$ cat config.mk
export PLATFORM = sky130hd
export DESIGN_NAME = rsd_depunct_front
export DESIGN_NICKNAME = d
export VERILOG_FILES = /design/src/rtl/rsd_pkg.sv /design/src/rtl/rsd_mode_fsm.sv /design/src/rtl/rsd_sym_capture.sv /design/src/rtl/rsd_metric_gen.sv /design/src/rtl/rsd_depunct_front.sv
export SDC_FILE = /design/constraint.sdc
export NUM_CORES = 1
export LEC_CHECK = 0
export ABC_AREA = 1
export CORE_UTILIZATION = 30
export DETAILED_ROUTE_END_ITERATION = 6
export DONT_BUFFER_PORTS = 1
export SLEW_MARGIN = 20
export SYNTH_ARGS = -nofsm -noshare
export SYNTH_HDL_FRONTEND = slang
export SYNTH_HIERARCHICAL = 1
export SYNTH_SLANG_ARGS = --single-unit
$ cat constraint.sdc
create_clock -name clk -period 1.15 [get_ports clk]
set_input_delay 0.23 -clock clk [delete_from_list [all_inputs] [get_ports clk]]
set_output_delay 0.23 -clock clk [all_outputs]
set_load 0.005 [all_outputs]
$ cat src/rtl/rsd_pkg.sv
package rsd_pkg;

    typedef enum logic [1:0] {
        ST_IDLE = 2'd0,
        ST_EXT  = 2'd1,
        ST_INT  = 2'd2
    } rsd_state_t;

endpackage

$ cat src/rtl/rsd_mode_fsm.sv
module rsd_mode_fsm
    import rsd_pkg::*;
#(
    parameter int RATE_W = 3,
    parameter logic [RATE_W-1:0] EXT_CODE = '0
) (
    input  logic              clk,
    input  logic              rst,
    input  logic              sym_stb,
    input  logic [RATE_W-1:0] rate_sel,
    output logic              honor_flags,
    output logic              sym_held
);

    rsd_state_t state_q, state_d;

    // state register
    always_ff @(posedge clk) begin
        if (rst) begin
            state_q <= ST_IDLE;
        end else begin
            state_q <= state_d;
        end
    end

    // transitions: every state follows the current strobe
    always_comb begin
        state_d = state_q;
        unique case (state_q)
            ST_IDLE, ST_EXT, ST_INT: begin
                if (!sym_stb) begin
                    state_d = ST_IDLE;
                end else if (rate_sel == EXT_CODE) begin
                    state_d = ST_EXT;
                end else begin
                    state_d = ST_INT;
                end
            end
            default: state_d = ST_IDLE;
        endcase
    end

    // outputs decoded from the state
    always_comb begin
        honor_flags = 1'b0;
        sym_held    = 1'b0;
        unique case (state_q)
            ST_IDLE: begin
                honor_flags = 1'b0;
                sym_held    = 1'b0;
            end
            ST_EXT: begin
                honor_flags = 1'b1;
                sym_held    = 1'b1;
            end
            ST_INT: begin
                honor_flags = 1'b0;
                sym_held    = 1'b1;
            end
            default: begin
                honor_flags = 1'b0;
                sym_held    = 1'b0;
            end
        endcase
    end

endmodule

$ cat src/rtl/rsd_sym_capture.sv
module rsd_sym_capture #(
    parameter int SOFT_W = 3,
    parameter int RATE_W = 3,
    parameter int NCH    = 2
) (
    input  logic                         clk,
    input  logic                         rst,
    input  logic                         sym_stb,
    input  logic [NCH-1:0][SOFT_W-1:0]   sym_in,
    input  logic [NCH-1:0]               invert,
    input  logic [NCH-1:0]               erase_in,
    input  logic [RATE_W-1:0]            rate_in,
    output logic [NCH-1:0][SOFT_W-1:0]   sym_q,
    output logic [NCH-1:0]               erase_q,
    output logic [RATE_W-1:0]            rate_q
);

    for (genvar ch = 0; ch < NCH; ch++) begin : g_lane
        logic [SOFT_W-1:0] soft_r;
        logic              era_r;
        always_ff @(posedge clk) begin
            if (rst) begin
                soft_r <= '0;
                era_r  <= 1'b0;
            end else if (sym_stb) begin
                soft_r <= invert[ch] ? ~sym_in[ch] : sym_in[ch];
                era_r  <= erase_in[ch];
            end
        end
        assign sym_q[ch]   = soft_r;
        assign erase_q[ch] = era_r;
    end

    always_ff @(posedge clk) begin
        if (rst) begin
            rate_q <= '0;
        end else if (sym_stb) begin
            rate_q <= rate_in;
        end
    end

endmodule

$ cat src/rtl/rsd_metric_gen.sv
module rsd_metric_gen #(
    parameter int SOFT_W = 3,
    parameter int NCH    = 2
) (
    input  logic                       clk,
    input  logic                       rst,
    input  logic                       load,
    input  logic                       honor,
    input  logic [NCH-1:0][SOFT_W-1:0] sym,
    input  logic [NCH-1:0]             erase,
    output logic [NCH-1:0][SOFT_W-1:0] bm0,
    output logic [NCH-1:0][SOFT_W-1:0] bm1
);

    localparam logic [SOFT_W-1:0] SOFT_MAX = '1;

    for (genvar ch = 0; ch < NCH; ch++) begin : g_ch
        logic              kill;
        logic [SOFT_W-1:0] m0_r, m1_r;
        assign kill = honor & erase[ch];
        always_ff @(posedge clk) begin
            if (rst) begin
                m0_r <= '0;
                m1_r <= '0;
            end else if (load) begin
                m0_r <= kill ? '0 : sym[ch];
                m1_r <= kill ? '0 : SOFT_MAX - sym[ch];
            end
        end
        assign bm0[ch] = m0_r;
        assign bm1[ch] = m1_r;
    end

endmodule

$ cat src/rtl/rsd_depunct_front.sv
module rsd_depunct_front #(
    parameter int SOFT_W = 3,
    parameter int RATE_W = 3
) (
    input  logic              clk,
    input  logic              rst,
    input  logic              sym_stb,
    input  logic [SOFT_W-1:0] g1_soft,
    input  logic [SOFT_W-1:0] g2_soft,
    input  logic              g2_descr,
    input  logic              g1_erase,
    input  logic              g2_erase,
    input  logic [RATE_W-1:0] rate_sel,
    output logic              bm_valid,
    output logic [SOFT_W-1:0] g1_bm0,
    output logic [SOFT_W-1:0] g1_bm1,
    output logic [SOFT_W-1:0] g2_bm0,
    output logic [SOFT_W-1:0] g2_bm1,
    output logic [RATE_W-1:0] bm_rate
);

    localparam int NCH = 2;

    logic                       honor_flags, sym_held;
    logic [NCH-1:0][SOFT_W-1:0] cap_sym, bm0, bm1;
    logic [NCH-1:0]             cap_erase;
    logic [RATE_W-1:0]          cap_rate;

    rsd_mode_fsm #(.RATE_W(RATE_W)) u_fsm (
        .clk         (clk),
        .rst         (rst),
        .sym_stb     (sym_stb),
        .rate_sel    (rate_sel),
        .honor_flags (honor_flags),
        .sym_held    (sym_held)
    );

    rsd_sym_capture #(.SOFT_W(SOFT_W), .RATE_W(RATE_W), .NCH(NCH)) u_cap (
        .clk      (clk),
        .rst      (rst),
        .sym_stb  (sym_stb),
        .sym_in   ({g2_soft, g1_soft}),
        .invert   ({g2_descr, 1'b0}),
        .erase_in ({g2_erase, g1_erase}),
        .rate_in  (rate_sel),
        .sym_q    (cap_sym),
        .erase_q  (cap_erase),
        .rate_q   (cap_rate)
    );

    rsd_metric_gen #(.SOFT_W(SOFT_W), .NCH(NCH)) u_bm (
        .clk   (clk),
        .rst   (rst),
        .load  (sym_held),
        .honor (honor_flags),
        .sym   (cap_sym),
        .erase (cap_erase),
        .bm0   (bm0),
        .bm1   (bm1)
    );

    always_ff @(posedge clk) begin
        if (rst) begin
            bm_valid <= 1'b0;
            bm_rate  <= '0;
        end else begin
            bm_valid <= sym_held;
            if (sym_held) begin
                bm_rate <= cap_rate;
            end
        end
    end

    assign g1_bm0 = bm0[0];
    assign g1_bm1 = bm1[0];
    assign g2_bm0 = bm0[1];
    assign g2_bm1 = bm1[1];

endmodule

After elaboration in Yosys (flattened, before gate mapping)
Cells that the tools add are included.
{"block": "classes", "add_sub_neg": 2, "n_eq_ne": 2, "n_mux": 8, "bitwise": 5, "n_reduce_logical": 5}
{"cell": "$mux 3", "count": 5}
{"cell": "$reduce_or 3->1", "count": 2}
{"cell": "$sub 3x3->3 const A", "count": 2}
{"cell": "$logic_not 3->1", "count": 1}
{"cell": "$not 3->3", "count": 1}
{"cell": "$and 1x1->1", "count": 2}
{"cell": "$eq 2x1->1 const B", "count": 1}
{"cell": "$eq 2x2->1 const B", "count": 1}
{"cell": "$logic_not 2->1", "count": 1}
{"cell": "$mux 1", "count": 2}
{"cell": "$mux 2", "count": 1}
{"cell": "$not 1->1", "count": 2}
{"cell": "$reduce_or 2->1", "count": 1}
{"block": "word_totals", "reg_bits": 29, "wordCells": 34}

Depth between registers and ports, before layout
{"block": "depth", "word_depth": 4, "mapped_depth": 8, "mapped_depth_nobuf": 7}

Modules after synthesis
Netlist, hierarchy kept.
{"module": "rsd_sym_capture", "instances": 1, "cells_per_inst": 82, "area_each_um2": 569.3, "seq_area_each_um2": 220.2}
{"module": "rsd_metric_gen", "instances": 1, "cells_per_inst": 95, "area_each_um2": 564.3, "seq_area_each_um2": 240.2}
{"module": "rsd_depunct_front", "instances": 1, "cells_per_inst": 23, "area_each_um2": 151.4, "seq_area_each_um2": 80.1}
{"module": "rsd_mode_fsm", "instances": 1, "cells_per_inst": 16, "area_each_um2": 128.9, "seq_area_each_um2": 40.0}

Least setup slack after synthesis
Ideal clock, no wire load.
{"block": "synth_path", "kind": "register -> register", "start": "reg u_fsm.state_q[1]", "end": "reg u_bm.g_ch[0].m0_r[0]", "setup_time_ns": 0.109, "arrival_ns": 1.160, "required_ns": 1.041, "slack_ns": -0.119, "path_stages_with_launch": 8, "n_path_buf": 1, "synth_period_minus_slack_ns": 1.269, "cell_sequence": "dfxtp_1 > inv_1 > ha_1 > inv_1 > buf_4 > nand2_1 > nand2_1 > inv_1"}
{"element": "start: declaration", "line_no": "rsd_mode_fsm.sv:15", "text": "rsd_state_t state_q, state_d;"}
{"element": "start signal: assignment", "line_no": "rsd_mode_fsm.sv:22", "text": "state_q <= state_d;"}
{"element": "$eq 2x1->1 or $eq 2x2->1 (tied branches)", "line_no": "rsd_mode_fsm.sv:47", "text": "unique case (state_q)"}
{"element": "$reduce_or 2->1 (no source line) (*)"}
{"element": "$mux 1 (*)", "line_no": "rsd_mode_fsm.sv:47"}
{"element": "via sym_held", "line_no": "rsd_depunct_front.sv:24", "text": "logic honor_flags, sym_held;"}
{"element": "end signal: assignment", "line_no": "rsd_metric_gen.sv:26", "text": "m0_r <= kill ? '0 : sym[ch];"}
{"element": "end: declaration", "line_no": "rsd_metric_gen.sv:19", "text": "logic [SOFT_W-1:0] m0_r, m1_r;"}
Mark *: on every way through the listed nets, which the timed path passes. The rest lies on a longest branch.
A chain may end at the register's enable or synchronous reset.

==> impl.org <==
** Floorplanning
- After floorplanning, the core was divided into 24 placement rows.
- After floorplanning, the core was sized to cover 0.00444 mm2.
- From left edge to right edge, the die measures 70.7 um.
- The floorplan step defined a die boundary enclosing 0.00499 mm2.
- For this configuration, the core starts out at a cell density of 31.8%.
- Top-Level Pins :: 31
- Height of the die :: 70.7 um

** GRT
- Antenna violations before repair :: 0
- Residual overflow from global routing :: 0
- Global routing used 11.4% of the available tracks.
- Wire length of the first global-routing pass :: 4470 um
- Pin count of the biggest net entering global routing :: 32
- Vias in the first global route :: 1043

** Worst setup path
- The worst setup path is captured at a flop.
- The critical path is of the flop to flop type.
- Category of the worst setup path launch point :: flop
- Crit path max fanout :: 2
- At the worst endpoint, the required time is 1370 ps.
- Data arrives at the worst endpoint at 1310 ps.

** Logic synthesis
- The cell count after synthesis came out at 216.
- The synthesized design contains 29 register bits.
- Area share of the largest cell type after synthesis :: 41.1%
- By area the synthesized netlist is led by dfxtp_1 41%, nand2_1 18%, nor2_1 12%.
- Synth Cell Area :: 0.00141 mm2
- Most area-hungry cell type in the Yosys netlist :: dfxtp_1
- Yosys printed 6 warnings.
- Proportion of synthesized chip area in sequential cells :: 41.1%
- The netlist uses 17 different library cells.
- Dividing the synthesized area by the synthesized cell count gives 6.55 um2.

** Power
- In this run the power density over the cells is 1400 mW/mm2.
- The worst-case IR drop observed on VDD is 0.351 mV.
- Summed over all cells, the static leakage comes to 0.847 nW.

** Layout
- Finished layout cell area :: 0.00153 mm2
- The library cell used most frequently in the layout, excluding fill and tap cells, is nand2_1.
- Relative to the synthesized area, the layout overhead comes to 8.50%.
- Share of the core filled with cells :: 34.5%
- Layout Cells excl Fill :: 272
- Final antenna diode count :: 0
- The post-route netlist has 11.4% of its cells at a drive strength greater than 1.
- Final #Nets :: 236
- Highest-count cells in the layout ignoring fill and taps :: 69 x nand2_1, 44 x nor2_1, 41 x inv_1, 28 x dfxtp_1, 6 x nand3_1

** Placed design
- Final weighted congestion in routability-driven placement :: 0.730
- Count of placed standard cells including taps :: 263
- Place WS :: -9.12 ps
- Detailed placement finished with a half-perimeter wire length of 1760 um.
- Port buffering added 0 buffers.
- After detailed placement, the total cell area comes to 0.00143 mm2.

** Timing
- Setup violations remaining at the end of the flow were counted as 0.
- The final-report hold violation count came to 0.
- Unrepaired setup endpoints after global routing :: yes
- Worst clock skew on the final layout :: 3.37 ps
- Timing would allow up to 0.917 GHz.
- Share of the cycle needed by the critical path after routing :: 94.8%
- Setup slack closes at 60.0 ps.
- The final number of max-transition violations is 0.
- Post-layout minimum cycle time :: 1090 ps

** Route
- DR vias :: 1079
- Starting DRT DRC Count :: 115
- Dividing the detail-routed wire length by the instance count gives 9.35 um.
- DRC viols :: 7
- Detail Route Antenna Nets :: 0
- Total routed wirelength :: 2540 um
- The first detailed-routing pass took 6 iterations.
- Avg Vias per Cell :: 3.97

** Clock tree
- Clock-pin slew was measured on the worst setup and hold paths at 60 ps.
- Worst-Skew Late Latency :: 280 ps
- CTS built an H-tree with a depth of 2.
- Master cell of the clock root buffer :: clkbuf_8
- In this run the deepest clock path goes through 2 buffers.
- Counting every sink on the clock net gives 29.
- Setup fix buffers added after clock tree synthesis :: 0
- Number of buffers created by CTS :: 5
- CTS tree :: built

** Status
- The flow ran to the end, but the final reports show violations.
- Failing checks :: design-rule violations

** Worst hold path
- The min-delay analysis places its worst path in the category input pin to flop.

** Run
- Number of max-capacitance violations reported :: 0
==> layer usage <==
metal  GRT usage [%]  wire length (um)  up-vias
met3            6.84               238        6
met2            16.2              1030       27
met4            5.33                41        0
met1            13.7              1240      433
li1                -                 -      613
met5               0                 0        -
==> through the flow <==
step | total power [mW] | hold WS (ps) | setup TNS (ps)
final | 2.14 | 12.3 | 0
after global routing | 2.30 | -4.77 | -161
after CTS | 2.17 | 2.37 | 0
after detailed placement | 1.38 | 299 | -12.2
after global placement | 1.37 | 298 | 0
after floorplan | 1.38 | 301 | 0
==> power breakdown <==
part,internal (mW),switching (mW)
sequential,1.08,0.0517
combinational,0.104,0.133
clock,0.417,0.359
==> worst max-delay path, stage by stage (launching register included) <==
cell           delay, ps
dfxtp_1              320
nand2_1               60
a21oi_2              100
dlygate4sd3_1        540
==> Yosys cell counts, drive strengths merged <==
library cell and n:
dfxtp 29, nand3 6, conb 1, nor2 47
a21oi 5, buf 8, nand3b 1, inv 43
nand2 74, ha 2
==> layout make-up <==
class | count | area, um2
Fill cell | 496 | 2910
Clock buffer | 6 | 72.6
Sequential cell | 29 | 582
Timing Repair Buffer | 1 | 10.0
Tap cell | 52 | 65.1
Inverter | 43 | 169
Multi-Input combinational cell | 139 | 626
Clock inverter | 2 | 10.0
==> state kept, by name (all words and copies together), names as in the netlist <==
| register | cells |
|---|---|
| u_bm/g_ch.m0_r | 6 |
| u_bm/g_ch.m1_r | 6 |
| u_cap/g_lane.soft_r | 6 |
| bm_rate | 3 |
| u_cap/rate_q | 3 |
| u_cap/g_lane.era_r | 2 |
| u_fsm/state_q | 2 |
| bm_valid | 1 |
==> path summary, 6_finish.rpt <==
kind / slack (ps) / from / to / cells after the start
min: 10 / rst / u_cap/rate_q[0] / 1
min reg2reg: 470 / u_cap/rate_q[1] / u_cap/rate_q[1] / 2
max reg2reg: 60 / u_cap/rate_q[2] / u_cap/rate_q[2] / 3
max: 60 / u_cap/rate_q[2] / u_cap/rate_q[2] / 3
==> timing repair <==
action,CTS,global route
endpoints found under the setup margin,11,15
hold endpoints to repair,0,5
hold buffers,0,1
gates resized for setup,1,4
==> logic make-up (layout without fill, tap and decap cells) <==
logic type,count (synthesis),after routing,share of synthesized area [%]
and+or+nand+nor,128,128,37.1
buffers and inverters,51,52,16.7
DFF,29,29,41.1
AOI/OAI and AO/OA,5,5,3.10
adders and majority gates,2,2,1.77
other,1,4,0.265
(Power assumes the default switching activity.)
